### src/rtl/hbr_pkg.sv
package hbr_pkg;

    localparam int DATA_W  = 32;
    localparam int XLAT_N  = 3;
    localparam int PMAP_N  = 8;
    localparam int OMAP_N  = 16;
    localparam int PCTL_N  = 12;

    localparam logic [31:0] RST_WMASK   = 32'hf800_0000;
    localparam logic [31:0] RST_POR_VAL = 32'h8000_0000;

    typedef enum logic [2:0] {
        RG_NONE,
        RG_XLAT,
        RG_PMAP,
        RG_OMAP,
        RG_PCTL,
        RG_RST
    } region_e;

    typedef struct packed {
        region_e    rg;
        logic [4:0] idx;
        logic       hi;
    } dec_t;

    function automatic dec_t hbr_decode(input logic [15:0] a);
        dec_t d;
        d.rg  = RG_NONE;
        d.idx = '0;
        d.hi  = a[2];
        if (a >= 16'h0200 && a <= 16'h020b) begin
            d.rg  = RG_XLAT;
            d.idx = {3'b000, a[3:2]};
        end else if (a >= 16'h0c00 && a <= 16'h0c3f) begin
            d.rg  = RG_PMAP;
            d.idx = {2'b00, a[5:3]};
        end else if (a >= 16'h1000 && a <= 16'h107f) begin
            d.rg  = RG_OMAP;
            d.idx = a[7:3];
        end else if (a >= 16'h2000 && a <= 16'h202f) begin
            d.rg  = RG_PCTL;
            d.idx = {1'b0, a[5:2]};
        end else if (a >= 16'hf020 && a <= 16'hf027) begin
            d.rg  = RG_RST;
        end
        return d;
    endfunction

    // Fixed routing pattern held in bits 30:0 of map entry i.
    function automatic logic [30:0] hbr_map_low(input logic [4:0] i);
        return 31'h0000_07c0 | {24'b0, i, 2'b00};
    endfunction

endpackage

### src/rtl/hbr_wordbank.sv
module hbr_wordbank #(
    parameter int N  = 4,
    parameter int W  = 32,
    localparam int IW = (N > 1) ? $clog2(N) : 1
) (
    input  logic          clk,
    input  logic          cold_rst,
    input  logic          wr_en,
    input  logic [IW-1:0] wr_idx,
    input  logic [W-1:0]  wdata,
    input  logic [IW-1:0] rd_idx,
    output logic [W-1:0]  rd_word
);

    logic [W-1:0] words_q [N];

    for (genvar g = 0; g < N; g++) begin : g_word
        always_ff @(posedge clk) begin
            if (cold_rst) begin
                words_q[g] <= '0;
            end else if (wr_en && wr_idx == IW'(g)) begin
                words_q[g] <= wdata;
            end
        end
    end

    always_comb begin
        rd_word = '0;
        for (int k = 0; k < N; k++) begin
            if (rd_idx == IW'(k)) rd_word = words_q[k];
        end
    end

endmodule

### src/rtl/hbr_intmap.sv
module hbr_intmap
    import hbr_pkg::*;
#(
    parameter int N           = 8,
    parameter bit CLR_ON_WARM = 1'b1,
    localparam int IW = (N > 1) ? $clog2(N) : 1
) (
    input  logic          clk,
    input  logic          cold_rst,
    input  logic          warm_rst,
    input  logic          wr_en,
    input  logic [IW-1:0] wr_idx,
    input  logic          wr_bit,
    input  logic [IW-1:0] rd_idx,
    output logic [31:0]   rd_word,
    output logic [N-1:0]  en
);

    logic [N-1:0] en_q;

    for (genvar g = 0; g < N; g++) begin : g_ent
        always_ff @(posedge clk) begin
            if (cold_rst) begin
                en_q[g] <= 1'b0;
            end else if (warm_rst) begin
                if (CLR_ON_WARM) en_q[g] <= 1'b0;
            end else if (wr_en && wr_idx == IW'(g)) begin
                en_q[g] <= wr_bit;
            end
        end
    end

    always_comb begin
        rd_word = {en_q[rd_idx], hbr_map_low(5'(rd_idx))};
    end

    assign en = en_q;

endmodule

### src/rtl/hbr_rstctl.sv
module hbr_rstctl
    import hbr_pkg::*;
#(
    parameter int CNT_W = 4
) (
    input  logic        clk,
    input  logic        cold_rst,
    input  logic        warm_rst,
    input  logic        wr_en,
    input  logic [4:0]  wr_top,
    output logic [31:0] rst_word,
    output logic        req
);

    localparam logic [CNT_W-1:0] CNT_MAX = '1;

    logic [CNT_W-1:0] cnt_q;
    logic [4:0]       top_q;
    logic             req_q;
    logic [4:0]       top_nx;

    // wr_top carries written bits 31:27 after masking.
    always_comb begin
        top_nx[4] = top_q[4] & ~wr_top[4];
        top_nx[3] = wr_top[3];
        top_nx[2] = wr_top[2];
        top_nx[1] = top_q[1] & ~wr_top[1];
        top_nx[0] = top_q[0] & ~wr_top[0];
    end

    always_ff @(posedge clk) begin
        if (cold_rst) begin
            cnt_q <= '0;
            top_q <= '0;
            req_q <= 1'b0;
        end else if (warm_rst) begin
            req_q <= 1'b0;
            if (cnt_q == '0) top_q <= RST_POR_VAL[31:27];
            if (cnt_q != CNT_MAX) cnt_q <= cnt_q + 1'b1;
        end else if (wr_en) begin
            top_q <= top_nx;
            req_q <= wr_top[3] | wr_top[2];
            if (wr_top[3]) cnt_q <= '0;
        end else begin
            req_q <= 1'b0;
        end
    end

    assign rst_word = {top_q, 27'b0};
    assign req      = req_q;

endmodule

### src/rtl/hbr_regfile.sv
module hbr_regfile
    import hbr_pkg::*;
#(
    parameter int ADDR_W = 32,
    parameter int CNT_W  = 4
) (
    input  logic                clk,
    input  logic                cold_rst,
    input  logic                warm_rst,
    input  logic                wr_en,
    input  logic [ADDR_W-1:0]   addr,
    input  logic [DATA_W-1:0]   wdata,
    output logic [DATA_W-1:0]   rdata,
    output logic                sys_rst_req,
    output logic [PMAP_N-1:0]   pci_map_en,
    output logic [OMAP_N-1:0]   obd_map_en
);

    localparam int XLAT_IW = $clog2(XLAT_N);
    localparam int PMAP_IW = $clog2(PMAP_N);
    localparam int OMAP_IW = $clog2(OMAP_N);
    localparam int PCTL_IW = $clog2(PCTL_N);

    dec_t        dec;
    logic        unused_hi;
    logic [31:0] xlat_rd, pmap_rd, omap_rd, pctl_rd, rst_rd;
    logic        wr_xlat, wr_pmap, wr_omap, wr_pctl, wr_rst;
    logic [31:0] wmasked;

    assign dec       = hbr_decode(addr[15:0]);
    assign unused_hi = ^addr[ADDR_W-1:16];
    assign wmasked   = wdata & RST_WMASK;

    assign wr_xlat = wr_en && dec.rg == RG_XLAT;
    assign wr_pmap = wr_en && dec.rg == RG_PMAP && dec.hi;
    assign wr_omap = wr_en && dec.rg == RG_OMAP && dec.hi;
    assign wr_pctl = wr_en && dec.rg == RG_PCTL;
    assign wr_rst  = wr_en && dec.rg == RG_RST  && dec.hi;

    hbr_wordbank #(.N(XLAT_N), .W(DATA_W)) u_xlat (
        .clk(clk), .cold_rst(cold_rst), .wr_en(wr_xlat && !warm_rst),
        .wr_idx(dec.idx[XLAT_IW-1:0]), .wdata(wdata),
        .rd_idx(dec.idx[XLAT_IW-1:0]), .rd_word(xlat_rd)
    );

    hbr_wordbank #(.N(PCTL_N), .W(DATA_W)) u_pctl (
        .clk(clk), .cold_rst(cold_rst), .wr_en(wr_pctl && !warm_rst),
        .wr_idx(dec.idx[PCTL_IW-1:0]), .wdata(wdata),
        .rd_idx(dec.idx[PCTL_IW-1:0]), .rd_word(pctl_rd)
    );

    hbr_intmap #(.N(PMAP_N), .CLR_ON_WARM(1'b1)) u_pmap (
        .clk(clk), .cold_rst(cold_rst), .warm_rst(warm_rst),
        .wr_en(wr_pmap), .wr_idx(dec.idx[PMAP_IW-1:0]), .wr_bit(wdata[31]),
        .rd_idx(dec.idx[PMAP_IW-1:0]), .rd_word(pmap_rd), .en(pci_map_en)
    );

    hbr_intmap #(.N(OMAP_N), .CLR_ON_WARM(1'b0)) u_omap (
        .clk(clk), .cold_rst(cold_rst), .warm_rst(warm_rst),
        .wr_en(wr_omap), .wr_idx(dec.idx[OMAP_IW-1:0]), .wr_bit(wdata[31]),
        .rd_idx(dec.idx[OMAP_IW-1:0]), .rd_word(omap_rd), .en(obd_map_en)
    );

    hbr_rstctl #(.CNT_W(CNT_W)) u_rst (
        .clk(clk), .cold_rst(cold_rst), .warm_rst(warm_rst),
        .wr_en(wr_rst), .wr_top(wmasked[31:27]),
        .rst_word(rst_rd), .req(sys_rst_req)
    );

    always_comb begin
        unique case (dec.rg)
            RG_XLAT: rdata = xlat_rd;
            RG_PMAP: rdata = dec.hi ? pmap_rd : '0;
            RG_OMAP: rdata = dec.hi ? omap_rd : '0;
            RG_PCTL: rdata = pctl_rd;
            RG_RST:  rdata = dec.hi ? rst_rd : '0;
            default: rdata = '0;
        endcase
    end

endmodule

### config.mk
export PLATFORM = sky130hd
export DESIGN_NAME = hbr_regfile
export DESIGN_NICKNAME = d
export VERILOG_FILES = /design/src/rtl/hbr_pkg.sv /design/src/rtl/hbr_wordbank.sv /design/src/rtl/hbr_intmap.sv /design/src/rtl/hbr_rstctl.sv /design/src/rtl/hbr_regfile.sv
export SDC_FILE = /design/constraint.sdc
export NUM_CORES = 1
export LEC_CHECK = 0
export ABC_AREA = 1
export BUFFER_PORTS_ARGS = -buffer_cell sky130_fd_sc_hd__clkbuf_2
export CORE_ASPECT_RATIO = 0.6
export CORE_MARGIN = 5
export CORE_UTILIZATION = 37
export DETAILED_ROUTE_END_ITERATION = 16
export PLACE_DENSITY = 0.49
export SLEW_MARGIN = 20
export SYNTH_ARGS = -nofsm -noshare
export SYNTH_HDL_FRONTEND = slang
export SYNTH_HIERARCHICAL = 1
export SYNTH_SLANG_ARGS = --single-unit
### constraint.sdc
create_clock -name clk -period 6.15 [get_ports clk]
set_input_delay 0 -clock clk [delete_from_list [all_inputs] [get_ports clk]]
set_output_delay 0 -clock clk [all_outputs]
set_load 0.05 [all_outputs]
==> impl_metrics.ini <==
[synthesis]
synth_top_area_share_pct = 56.2
synthArstFlopShare_pct = 0
synth.largest_area_cell = edfxtp_1
synthCells = 2880
synth_most_common_cell = nor2_1
ys_types = 37
ys_top_cells_by_count = nor2_1, edfxtp_1, nand2_1, nand3_1, inv_1
ys.flop_type = edfxtp_1
ys.warnings.count = 6
synth_edf_count = 480
yosysSeqAreaShare_pct = 58.8
synth_area_per_cell_sq_um = 8.91
ys_ff_latch = 514
yosys-top-cells-area = edfxtp_1, nor2_1, nand3_1
synth_area_sq_um = 25700

[placement]
dp_hpwl_mm = 54.0
gp_congestion = 0.861
pre_cts_ws_ns = 1.70
numPortBuffers = 106
place_inst = 3759

[global_routing]
busiest_layer = met1
grt_max_degree = 71
grt_pass1_wl_mm = 119
antenna_found_initial = 4
grt_pass1_vias = 19000
met3_usage_pct = 5.22
grtUsageMet2_pct = 29.5
grt_use_total_pct = 20.6
grt_util_met1_pct = 31.9
grt-ovfl-total = 0

[sta]
period_minus_slack_ns = 4.53
finalMaxSlewViolations = 0
rsz0062_at_grt = false
hold_viol = 0
worst_slack_ns = 1.62
fmax_mhz = 221
slew_headroom_pct = 28.6
setup_tns_ns = 0
tightestPinTransition_ns = 1.07
skew_ns = 0.00308
timing.final.crit_share_pct = 73.6
fin_hold_ws_ns = 0.0872
setup_violations = 0

[clock_tree]
postCtsSetupBuffers = 0
ctsRootBufferMaster = clkbuf_16
cts_buffers = 50
cts_tree = yes
clkTransAtPathRegs_ns = 0.06
clk_path_buf_depth = 3
insertion_delay_ns = 0.58
htree_levels = 2
postCtsResizedCells = 0
cts.sinks = 514
cts_hold_buf = 33

[cells_and_area]
fillers = 6673
nNetsFinal = 3003
regArea_sq_um = 15100
final_cells = 3886
num_antenna_cells = 0
syn_to_final_growth_pct = 12.4
drive_gt1_share_pct = 11.2
multi_input_area_sq_um = 8480

[setup_path]
path_delay_family = simple AND/OR/NAND/NOR gates
crit_type = primary input to output pin
crit_buf_inv = 3
start_kind = primary input
path_cells = clkbuf_2, nor2_2, nand3_1, nor2_4, buf_4, nand2_4, o21ai_1, nor2_4, nand2_1, nor2_1, nor2_1, nand3_1, nand2_1, nand4_1, nor2_1, nand3_1, nand3_1, nand2_1, nor2_1, nand3_1, buf_12
critPathMaxFanout = 31
slowest_stage = o21ai_1
cp_common_cell = nand3_1
crit_required_ns = 6.15
end_kind = output pin
cp_data_arrival_time_ns = 4.53
cpPeakStageDelay_ns = 0.65

[floorplan]
die_y_um = 214
ios = 125
fp-row-count = 74
initial_core_util_pct = 37.5
die_area_sq_um = 74900
die_x_um = 350
core_area_sq_um = 68400

[route]
post_drt_wl_per_cell_um = 20.3
drt_pre_antenna_iters = 6
routed_wl_mm = 78.9
drtIter0Drc = 2045
drt_drc_violations_left = 0
via_count = 19900
post_drt_via_cell_ratio = 5.11
antenna_left = 0

[run_status]
status = completed

[power_and_ir_drop]
ir_drop_uv = 213
powerDensity_nw_per_um2 = 261
p_leak_nw = 11.5

[flow_run]
max-cap-violations = 0

[min_path]
hp-class = primary input to register
[power by group]
| part | internal, W | leakage, nW | switching, W |
|---|---|---|---|
| Sequential | 0.00397 | 4.83 | 0.0000436 |
| Combinational | 0.0000820 | 5.87 | 0.000275 |
| Clock | 0.00175 | 0.800 | 0.00139 |
| Total | 0.00581 | 11.5 | 0.00171 |
[through the flow]
step / total power (W) / utilization [%] / cell area (sq um)
after detailed placement: 0.00443 / 39.3 / 26900
after CTS: 0.00760 / 42.1 / 28800
final: 0.00752 / 42.1 / 28800
after global placement: 0.00442 / 39.2 / 26800
after floorplan: 0.00432 / - / 26000
after global routing: 0.00778 / 42.1 / 28800
[per-layer routing]
metal  up-vias  wire length (um)
met4         0              1050
li1       9427                 -
met2       731             32600
met5         -                 0
met3        82              7030
met1      9624             38200
[placed cells by master (no fill, tap or decap), drive strengths merged]
master,n
and2,1
or2,47
clkinv,25
a21oi,51
edfxtp,480
bufinv,6
nand4,101
o31ai,1
nand3,396
conb,82
dlygate4sd3,33
dfxtp,34
o21ai,30
nand2,477
a31oi,2
ha,2
nor3,44
nor2,676
a22oi,1
nor3b,1
clkbuf,154
inv,255
buf,75
[worst paths after layout]
| path | startpoint | to | slack [ns] | depth (start not counted) |
|---|---|---|---|---|
| setup / recovery | addr[15] | rdata[26] | 1.62 | 21 |
| hold / removal | cold_rst | u_omap/en[14] | 0.09 | 3 |
| setup reg to reg | u_rst/cnt_q[0] | u_rst/top_q[3] | 4.76 | 7 |
| hold reg to reg | u_rst/top_q[1] | u_rst/top_q[1] | 0.46 | 2 |
[final cells by class]
class                      instances  share of cell area [%]
sequential                       514                    52.3
multi-input combinational       1912                    29.4
timing repair buffer             202                    5.39
clock buffer                      60                    4.47
tap                              912                    3.96
inverter                         253                    3.30
clock inverter                    33                    1.14
[kinds of logic (layout without fill, tap and decap cells)]
logic type	after synthesis	after routing	share of synthesized area [%]
AND/OR/NAND/NOR	1743	1743	29.6
buffers and inverters	531	548	9.68
flip-flops	514	514	58.8
AO/OA/AOI/OAI	85	85	1.74
other	5	82	0.0731
adder cells (fa/ha/maj)	2	2	0.0975
[worst register-to-register path: stages (launching register included)]
cell and delay, ns:
dfxtp_1 0.34, inv_1 0.09, ha_1 0.15, nand4_1 0.25, nand2_1 0.22, inv_1 0.09
nor2_1 0.09, nor2_1 0.05
[registers in the layout, summed over array words and instances (netlist names)]
name,flops
u_pmap/en,8
u_pctl/words_q,384
u_rst/req,1
u_rst/top_q,5
u_rst/cnt_q,4
u_omap/en,16
u_xlat/words_q,96
No activity file was read; power rests on OpenSTA's default activity.
